<file path="config.mk">
export PLATFORM = sky130hd
export DESIGN_NAME = audio_dac_tx
export DESIGN_NICKNAME = d
export VERILOG_FILES = /design/src/rtl/dactx_pkg.sv /design/src/rtl/dactx_phase_timer.sv /design/src/rtl/dactx_shifter.sv /design/src/rtl/dactx_seq.sv /design/src/rtl/audio_dac_tx.sv
export SDC_FILE = /design/constraint.sdc
export NUM_CORES = 1
export LEC_CHECK = 0
export BUFFER_PORTS_ARGS = -buffer_cell sky130_fd_sc_hd__buf_2
export CORE_AREA = 2 2 117 62
export CTS_CLUSTER_SIZE = 24
export DETAILED_ROUTE_END_ITERATION = 16
export DIE_AREA = 0 0 119 64
export GPL_TIMING_DRIVEN = 0
export MAX_ROUTING_LAYER = met4
export PLACE_DENSITY = 0.74
export SYNTH_ARGS = -nofsm -noshare
export SYNTH_HDL_FRONTEND = slang
export SYNTH_SLANG_ARGS = --single-unit
</file>
<file path="constraint.sdc">
create_clock -name clk -period 2.97 [get_ports clk]
set_input_delay 0.297 -clock clk [delete_from_list [all_inputs] [get_ports clk]]
set_output_delay 0.297 -clock clk [all_outputs]
set_load 0.05 [all_outputs]
</file>
<file path="src/rtl/dactx_pkg.sv">
package dactx_pkg;
  typedef enum logic [1:0] {
    ST_IDLE  = 2'd0,
    ST_LOW   = 2'd1,
    ST_HIGH  = 2'd2,
    ST_LATCH = 2'd3
  } dactx_state_e;

  localparam int unsigned MIN_HALF_CYC  = 2;
  localparam int unsigned MIN_LATCH_CYC = 1;
endpackage

</file>
<file path="src/rtl/dactx_phase_timer.sv">
module dactx_phase_timer #(
  parameter int CNT_W = 8
) (
  input  logic             clk,
  input  logic             rst,
  input  logic             clr,
  input  logic [CNT_W-1:0] limit,
  output logic             expire
);
  logic [CNT_W-1:0] cnt;

  always_ff @(posedge clk) begin
    if (rst || clr) cnt <= '0;
    else            cnt <= cnt + CNT_W'(1);
  end

  // limit is never below 1: the sequencer clamps it
  assign expire = (cnt == (limit - CNT_W'(1)));
endmodule

</file>
<file path="src/rtl/dactx_shifter.sv">
module dactx_shifter #(
  parameter int WORD_W = 16
) (
  input  logic              clk,
  input  logic              rst,
  input  logic              load,
  input  logic              shift,
  input  logic [WORD_W-1:0] din,
  output logic              bit_out
);
  logic [WORD_W-1:0] shreg;

  always_ff @(posedge clk) begin
    if (rst)        shreg <= '0;
    else if (load)  shreg <= din;
    else if (shift) shreg <= {shreg[WORD_W-2:0], 1'b0};
  end

  assign bit_out = shreg[WORD_W-1];
endmodule

</file>
<file path="src/rtl/dactx_seq.sv">
module dactx_seq
  import dactx_pkg::*;
#(
  parameter int WORD_W = 16,
  parameter int HALF_W = 8,
  parameter int LEN_W  = 8,
  parameter int CNT_W  = 8
) (
  input  logic              clk,
  input  logic              rst,
  input  logic [HALF_W-1:0] cfg_half,
  input  logic [LEN_W-1:0]  cfg_len,
  input  logic              s_valid,
  output logic              s_ready,
  output logic              load,
  output logic              shift,
  output logic              bclk,
  output logic              le_n
);
  localparam int BIT_W = (WORD_W > 1) ? $clog2(WORD_W) : 1;

  dactx_state_e     state, nxt;
  logic [BIT_W-1:0] bit_idx;
  logic [CNT_W-1:0] half_q, len_q, half_eff, len_eff, limit;
  logic             clr, expire, last_bit;

  assign half_eff = (cfg_half < HALF_W'(MIN_HALF_CYC)) ? CNT_W'(MIN_HALF_CYC) : CNT_W'(cfg_half);
  assign len_eff  = (cfg_len == '0) ? CNT_W'(MIN_LATCH_CYC) : CNT_W'(cfg_len);
  assign last_bit = (bit_idx == BIT_W'(WORD_W - 1));
  assign limit    = (state == ST_LATCH) ? len_q : half_q;

  dactx_phase_timer #(.CNT_W(CNT_W)) u_timer (
    .clk    (clk),
    .rst    (rst),
    .clr    (clr),
    .limit  (limit),
    .expire (expire)
  );

  always_comb begin
    nxt     = state;
    load    = 1'b0;
    shift   = 1'b0;
    clr     = 1'b0;
    s_ready = 1'b0;
    unique case (state)
      ST_IDLE: begin
        s_ready = !rst;
        if (s_valid && !rst) begin
          load = 1'b1;
          clr  = 1'b1;
          nxt  = ST_LOW;
        end
      end
      ST_LOW: begin
        if (expire) begin
          clr = 1'b1;
          nxt = ST_HIGH;
        end
      end
      ST_HIGH: begin
        if (expire) begin
          clr = 1'b1;
          if (last_bit) nxt = ST_LATCH;
          else begin
            shift = 1'b1;
            nxt   = ST_LOW;
          end
        end
      end
      ST_LATCH: begin
        if (expire) begin
          clr = 1'b1;
          nxt = ST_IDLE;
        end
      end
      default: nxt = ST_IDLE;
    endcase
  end

  always_ff @(posedge clk) begin
    if (rst) begin
      state   <= ST_IDLE;
      bit_idx <= '0;
      half_q  <= CNT_W'(MIN_HALF_CYC);
      len_q   <= CNT_W'(MIN_LATCH_CYC);
      bclk    <= 1'b0;
      le_n    <= 1'b1;
    end else begin
      state <= nxt;
      bclk  <= (nxt == ST_HIGH);
      le_n  <= (nxt != ST_LATCH);
      if (load) begin
        bit_idx <= '0;
        half_q  <= half_eff;
        len_q   <= len_eff;
      end else if (shift) begin
        bit_idx <= bit_idx + BIT_W'(1);
      end
    end
  end
endmodule

</file>
<file path="src/rtl/audio_dac_tx.sv">
module audio_dac_tx #(
  parameter int WORD_W = 16,
  parameter bit DUAL   = 1'b1,
  parameter int HALF_W = 8,
  parameter int LEN_W  = 8
) (
  input  logic              clk,
  input  logic              rst,
  input  logic [HALF_W-1:0] cfg_half_period,
  input  logic [LEN_W-1:0]  cfg_latch_len,
  input  logic              s_valid,
  output logic              s_ready,
  input  logic [WORD_W-1:0] s_data_l,
  input  logic [WORD_W-1:0] s_data_r,
  output logic              dac_bclk,
  output logic              dac_le_n,
  output logic              dac_sdata_l,
  output logic              dac_sdata_r
);
  localparam int NUM_CH = DUAL ? 2 : 1;
  localparam int CNT_W  = (HALF_W > LEN_W) ? HALF_W : LEN_W;

  logic              load, shift;
  logic [WORD_W-1:0] ch_data [NUM_CH];
  logic [NUM_CH-1:0] ch_bit;

  dactx_seq #(
    .WORD_W (WORD_W),
    .HALF_W (HALF_W),
    .LEN_W  (LEN_W),
    .CNT_W  (CNT_W)
  ) u_seq (
    .clk      (clk),
    .rst      (rst),
    .cfg_half (cfg_half_period),
    .cfg_len  (cfg_latch_len),
    .s_valid  (s_valid),
    .s_ready  (s_ready),
    .load     (load),
    .shift    (shift),
    .bclk     (dac_bclk),
    .le_n     (dac_le_n)
  );

  assign ch_data[0]  = s_data_l;
  assign dac_sdata_l = ch_bit[0];

  generate
    if (NUM_CH == 2) begin : g_dual
      assign ch_data[1]  = s_data_r;
      assign dac_sdata_r = ch_bit[1];
    end else begin : g_mono
      assign dac_sdata_r = 1'b0;
    end

    for (genvar c = 0; c < NUM_CH; c++) begin : g_ch
      dactx_shifter #(.WORD_W(WORD_W)) u_shift (
        .clk     (clk),
        .rst     (rst),
        .load    (load),
        .shift   (shift),
        .din     (ch_data[c]),
        .bit_out (ch_bit[c])
      );
    end
  endgenerate
endmodule

</file>
==> results.md, run 1 <==
- Critical path class: register to register
- DP HPWL: 5723 um
- Dpl ws: -361.7 ps
- Initial Utilization: about half
- Layout net count: 514
- Setup slack, reg-to-reg: 70 ps
- CTS root buffer: clkbuf_16
- Post-synthesis mux area share: 1.588%
- Post-Route Utilization: between 60% and 70%
- Avg WL per Cell: 14.62 um
- Post-synthesis net count: 446
- Synthesized area per cell: between 8 and 9 um^2
- Status: completed
- Slew of the pin with the lowest slew margin: 500.7 ps
- Via count: roughly 3,200
- Top cells by count, synth: 64 x dfxtp_1, 45 x nor2_1, 43 x nand3_1
- Compound-Gate Fraction of Synth Area: 22.66%
- Hold Vio Cnt, Final: 0
- H-tree Lvls: 3
- # DRC: 0
- Main area contributors after synthesis: dfxtp_1 40%, a311oi_1 8.1%, nand3_1 6.7%
- # rows: 21
- Setup crit start: u_seq.state[1]$_SDFF_PP0_
- Crit share post-route: 97.68%
- Die ar.: approximately 7600 um^2
- Setup tns final: 0 ps
- Cell count after synthesis: 392
- XOR/XNOR Fraction of Synth Area: 3.524%
- Yosys cell types: 48
- Synth warn: 0
- Final Setup Violations: 0
- Number of synthesized flops with an enable pin: 0
- Die X: 119 um
- # diodes: 0
- GR Util All Layers: 23.13%
- Antenna Nets Post-Route: 0
- Final cell count without fillers: 557
- RSZ-0062 raised after global routing: yes
- Reg2reg path depth: 12
- Top cell type by total area after synthesis: dfxtp_1
- Core Region: 6543 um^2
- Reg-to-reg critical path endpoint: g_ch[1].u_shift.shreg[6]$_SDFFE_PP0P_
- Setup WS post-layout: 69.00 ps
- Port bufs: 54
- Layout cell share with drive strength beyond 1: between 20% and 30%
- Final RePlAce weighted congestion: 0.9146
- Area fraction of the dominant cell type after synthesis: 39.66%
- Largest net degree at the start of global routing: 11
- Worst endpoint data arrival time: between 3000 and 4000 ps
- Routed wire length: 8141 um
- Die Y: 64 um
- Mapped cell area: 3231 um^2
- Ys flop type: dfxtp_1
- DR iter-0 viols: approximately 220
- CTS tree: built
- Pwr dens: 630.7 nW/um^2
- Sequential share of the synthesized area: 39.66%
- Final Critical Period: around 2900 ps
- WP data required: 3150 ps
- Placed instance count: 538
- Tightest Hold Check Type: primary input to register
- Vias per cell: 5.736
- CP max FO: 10
- MaxCap Viol Count: 0
- Clock-pin slew on the worst setup and hold paths: roughly 50 ps
- Initial antenna violation count: 0
- Post-Synth Adder-Cell Area: 1.162%
- Final Max Tran Viols: 0
- Sink Count: 64
- Endpoint class of the critical path: register
- CTS buffer count: 9
- Synthesis-stage register bit count: 64
- Peak VDD IR: around 0.42 mV
- Final clock skew: 5.455 ps
- Worst setup endpoint: g_ch[1].u_shift.shreg[6]$_SDFFE_PP0P_
- Io pins: between 50 and 60
- Fmax: 344.7 MHz
- Rel. slew slack: 66.62%
- Largest family of logic cells by synthesized area: simple AND/OR/NAND/NOR gates
- Asr flop ratio synth: 0%
- Layout area overhead: 26.10%
- Clock buffer depth: 2
- Clk Latency, worst-skew pair: ~340 ps
- Post-Synth Simple-Gate Area: 25.76%
- Worst r2r src: u_seq.state[1]$_SDFF_PP0_
- Congestion Overflow GR: 0
- Pre-Repair DR Iteration Count: 5
- First-pass GRT wire length: 13,640 um
- Most frequent cell after synthesis: dfxtp_1
- Vias in the first global route: 2,936
- Startpoint type of the worst setup path: register
- LEAKAGE: roughly 1.6 nW
## how the worst min path moves through the flow
stage	startpoint	end	slack [ps]	cells after the start
finish	cfg_latch_len[3]	u_seq.len_q[3]$_SDFFE_PP0P_	160	3
floorplan	cfg_half_period[2]	u_seq.half_q[2]$_SDFFE_PP0P_	400	2
global placement	u_seq.len_q[1]$_SDFFE_PP0P_	u_seq.len_q[1]$_SDFFE_PP0P_	460	2
global route	cfg_latch_len[6]	u_seq.len_q[6]$_SDFFE_PP0P_	160	3
CTS	cfg_latch_len[3]	u_seq.len_q[3]$_SDFFE_PP0P_	150	3
detailed placement	u_seq.half_q[0]$_SDFFE_PP0P_	u_seq.half_q[0]$_SDFFE_PP0P_	470	1
## cells in the final DEF (no fill, tap or decap), types with 5 or more instances in the layout
cell type / instances
dfxtp_1: 62
buf_2: 59
nor2_1: 45
nand3_1: 42
o21ai_0: 39
nand2_1: 33
a311oi_1: 26
clkbuf_1: 20
nand3b_1: 16
a21oi_1: 10
clkbuf_16: 9
buf_6: 7
xor2_1: 7
clkbuf_8: 5
## through the flow
| step | cell area [um^2] | hold slack, ps | power, mW |
|---|---|---|---|
| final | 4074 | 155.3 | 2.569 |
| after global routing | 4074 | 160.1 | 2.692 |
| after CTS | 4000 | 147.8 | 2.556 |
| after detailed placement | 3616 | 468.3 | 1.426 |
| after global placement | 3616 | 463.3 | 1.417 |
| after floorplan | 3231 | 396.0 | 1.296 |
## critical path: stages (launching register included)
cell and delay [ps]:
dfxtp_2 350, buf_6 140, buf_6 140, and3_4 170
nor2_1 120, ha_2 220, nand3_2 100, nand3b_1 210
xnor2_2 180, a2111o_1 510, buf_2 220, o21ai_0 230
a311oi_2 140
## what timing repair did
item                       in CTS  in global routing
pin swaps                       5                  4
hold buffers                    0                  0
gates resized for setup        15                 17
hold endpoints to repair        0                  0
gates cloned                    0                  0
setup buffers                   3                  0
setup endpoints to repair      48                 48
## power breakdown
group	switching, mW	internal [mW]	leakage [nW]
registers	0.0499	0.933	0.525
clock network	0.374	0.739	0.159
logic	0.281	0.192	0.875
## per-layer routing
layer  share of wire (%)  wire length, um  vias up  GRT usage [%]
met3                 4.4              358       11          6.607
met2                  48             3913       61          35.99
li1                    -                -     1578              -
met5                   0                0        -              -
met1                  46             3756     1545          29.02
met4                 1.4              112        0          8.036
## logic make-up (layout without fill, tap and decap cells)
family / after synthesis / count (layout)
adders and majority gates: 3 / 3
and+or+nand+nor: 166 / 166
DFF: 64 / 64
muxes: 5 / 5
AOI/OAI and AO/OA: 104 / 104
xor gates and xnor gates: 13 / 13
buffers and inverters: 37 / 110
## area by class of cell
class / count / area (um^2)
Fill cell: 579 / 2469
Multi-Input combinational cell: 291 / 1848
Sequential cell: 64 / 1284
Inverter: 2 / 7.507
Clock inverter: 2 / 35.03
Tap cell: 92 / 115.1
Timing Repair Buffer: 57 / 296.5
Clock buffer: 14 / 284.0
Buffer: 35 / 203.9
## registers in the layout (all words and copies together), names as in the netlist
| name | cells |
|---|---|
| g_ch.u_shift.shreg | 32 |
| u_seq.half_q | 8 |
| u_seq.len_q | 8 |
| u_seq.u_timer.cnt | 8 |
| u_seq.bit_idx | 4 |
| u_seq.state | 2 |
| u_seq.bclk | 1 |
| u_seq.le_n | 1 |
Note: power is estimated with default switching activity, not from simulation.
==> inputs of run 2 (changes only) <==
Settings changed: SKIP_LAST_GASP from default to 1, SYNTH_HIERARCHICAL from default to 1.
==> results.md, run 2 <==
- Initial Utilization: 48.92%
- Peak VDD IR: around 0.43 mV
- Sink Count: between 60 and 70
- Synthesis-stage register bit count: 64
- RSZ-0062 raised after global routing: yes
- Slew of the pin with the lowest slew margin: 400.7 ps
- MaxCap Viol Count: 0
- Congestion Overflow GR: 0
- # diodes: 0
- Reg-to-reg critical path endpoint: g_ch[0].u_shift/shreg[5]$_SDFFE_PP0P_
- Die ar.: 7616 um^2
- Dpl ws: -587.1 ps
- Antenna Nets Post-Route: 0
- DR iter-0 viols: 105
- Mapped cell area: 3201 um^2
- LEAKAGE: 1.678 nW
- Area fraction of the dominant cell type after synthesis: roughly two fifths
- CTS root buffer: clkbuf_16
- Endpoint class of the critical path: register
- # DRC: 0
- Worst-case hold path end point: u_seq/len_q[4]$_SDFFE_PP0P_
- Final Max Tran Viols: 0
- WP buf/inv: 2
- Via count: approximately 2,700
- Post-Route Utilization: ~67%
- WP data required: 3180 ps
- Tot Pwr: 2.420 mW
- CP max FO: 6
- Layout area overhead: 36.83%
- Setup crit start: u_seq/state[0]$_SDFF_PP0_
- Final Critical Period: approximately 3100 ps
- Slowest library cell on the worst path: or3b_4
- GR Util All Layers: 21.92%
- Largest net degree at the start of global routing: 28
- Core Region: 6543 um^2
- CTS buffer count: 9
- Main area contributors after synthesis: dfxtp_1 40%, mux2i_1 9.4%, a211oi_1 5.9%
- Startpoint type of the worst setup path: register
- Avg WL per Cell: between 15 and 20 um
- Ys flop type: dfxtp_1
- Crit share post-route: 104.3%
- Setup slack, reg-to-reg: -130 ps
- Final clock skew: ~5.5 ps
- Worst endpoint data arrival time: approximately 3300 ps
- Routed wire length: 7971 um
- Commonest non-fill, non-tap cell in the layout: dfxtp_1
- Die X: 119 um
- Pre-Repair DR Iteration Count: 4
- Clock-pin slew on the worst setup and hold paths: 50 ps
- Die Y: 64 um
- Cell count after synthesis: 312
- # rows: 21
- Post-synthesis net count: 366
- Worst r2r src: u_seq/state[0]$_SDFF_PP0_
- Reg2reg path depth: 13
- Crit path largest cell delay: ~430 ps
- Clock buffer depth: 2
- Tightest Hold Check Type: primary input to register
- Top cell type by total area after synthesis: dfxtp_1
- Top cells by count, synth: 64 x dfxtp_1, 30 x mux2i_1, 30 x nor2b_1
- Final instance area: 4379 um^2
- Io pins: 56
- Status: finished, violations left
- Port bufs: 55
- First-pass GRT wire length: 12,680 um
- Most frequent cell after synthesis: dfxtp_1
- Layout cell share with drive strength beyond 1: 39.10%
- Setup WS post-layout: -127.7 ps
- CTS tree: built
- Layout net count: 450
- Clk Latency, worst-skew pair: 330 ps
- CP top delay family: simple AND/OR/NAND/NOR gates
- Synth warn: 6
- Rel. slew slack: between 70% and 80%
- Crit-path cells: nand2_8 -> mux2_4 -> or2_4 -> xnor2_4 -> a31oi_2 -> or3b_4 -> a211oi_4 -> nand3b_4 -> nor2_4 -> buf_6 -> buf_12 -> mux2i_4 -> a211oi_2
- Asr flop ratio synth: 0%
- Final RePlAce weighted congestion: ~0.84
- Failing checks: negative setup slack
- Critical path class: register to register
- Sequential share of the synthesized area: between 40% and 50%
- Fmax: 322.8 MHz
- Hold Vio Cnt, Final: 0
- DP Area: 3649 um^2
- Hold path depth: 2
- Initial antenna violation count: 0
- Vias per cell: 5.466
- DP HPWL: 5176 um
- Number of flip-flops in the largest register: 32
- Yosys cell types: 49
- Commonest cells after routing, fill and taps aside: 62 x dfxtp_1, 58 x buf_2, 30 x nor2b_1
- Final Setup Violations: 32
- HP Start: cfg_latch_len[4]
- Number of synthesized flops with an enable pin: 0
- Pwr dens: ~550 nW/um^2
- Vias in the first global route: 2,699
- H-tree Lvls: 3
- Synthesized area per cell: 10.26 um^2
- Biggest register: g_ch.u_shift/shreg
==> run 2: cell types whose count changed in the layout (fill, tap and decap cells not counted), moves of 10 or more <==
| cell | previous run | this run |
|---|---|---|
| buf_4 | 4 | 16 |
| a211oi_2 | 0 | 10 |
| mux2i_1 | 4 | 23 |
| o21ai_0 | 39 | 4 |
| clkbuf_1 | 20 | 4 |
| nand2_1 | 33 | 5 |
| nor2b_1 | 1 | 30 |
| nand3b_1 | 16 | 2 |
| a211oi_1 | 3 | 20 |
| nor2_1 | 45 | 12 |
| nand3_1 | 42 | 7 |
| a22o_1 | 0 | 13 |
| a311oi_1 | 26 | 0 |
==> run 2: worst max path at each step <==
stage               cells past startpoint                                    end  slack (ps)
CTS                                    14  g_ch[0].u_shift/shreg[5]$_SDFFE_PP0P_        -250
finish                                 13  g_ch[0].u_shift/shreg[5]$_SDFFE_PP0P_        -130
detailed placement                     14  g_ch[0].u_shift/shreg[5]$_SDFFE_PP0P_        -590
global placement                       15  g_ch[0].u_shift/shreg[4]$_SDFFE_PP0P_        -330
floorplan                              14  g_ch[0].u_shift/shreg[4]$_SDFFE_PP0P_        -110
global route                           13  g_ch[1].u_shift/shreg[9]$_SDFFE_PP0P_        -220
==> run 2: where the power goes <==
group	switching [mW]	internal (mW)
clock	0.360	0.683
sequential	0.0462	0.921
combinational	0.209	0.200
total	0.615	1.80
==> run 2: through the flow <==
| stage | TNS [ps] | hold WS, ps | std cells |
|---|---|---|---|
| final | -2490 | 203.8 | 491 |
| after global routing | -5639 | 195.5 | 491 |
| after CTS | -6161 | 194.7 | 487 |
| after detailed placement | -18660 | 457.7 | 459 |
| after global placement | -9056 | 451.2 | 459 |
| after floorplan | -1715 | 429.6 | 312 |
==> run 2: kinds of logic (layout without fill, tap and decap cells) <==
family                   Yosys count  count (layout)  share of synthesized area (%)
adder cells (fa/ha/maj)            3               3                          1.173
flip-flops                        64              64                          40.03
AO/OA/AOI/OAI                     68              68                          16.42
multiplexers                      38              38                          12.20
XOR/XNOR                          16              16                          4.379
buffers and inverters             25             112                          5.981
AND/OR/NAND/NOR                   98              98                          19.82
==> run 2: layout make-up <==
cell class,instances,area (um^2)
buffer,16,150.1
inverter,6,22.52
sequential,64,1289
timing repair buffer,76,489.2
tap,92,115.1
fill,478,2163
multi-input combinational,223,2018
clock inverter,3,42.54
clock buffer,11,252.7
==> run 2: layer usage <==
metal	GRT usage (%)	wire length [um]	vias up
met3	8.482	321	18
met5	-	0	-
met4	7.143	140	0
met2	37.07	3993	52
li1	-	-	1309
met1	24.08	3515	1305
==> run 2: worst reg2reg max path, stage by stage (launching register included) <==
cell	delay (ps)
dfxtp_4	370
nand2_8	100
mux2_4	340
or2_4	300
xnor2_4	170
a31oi_2	120
or3b_4	430
a211oi_4	290
nand3b_4	130
nor2_4	120
buf_6	160
buf_12	130
mux2i_4	230
a211oi_2	90
==> run 2: what timing repair did <==
item | in CTS | in global routing
endpoints found under the setup margin | 47 | 47
gates cloned | 1 | 1
setup buffers | 14 | 5
hold buffers | 0 | 0
pin swaps | 18 | 23
gates resized for setup | 19 | 31
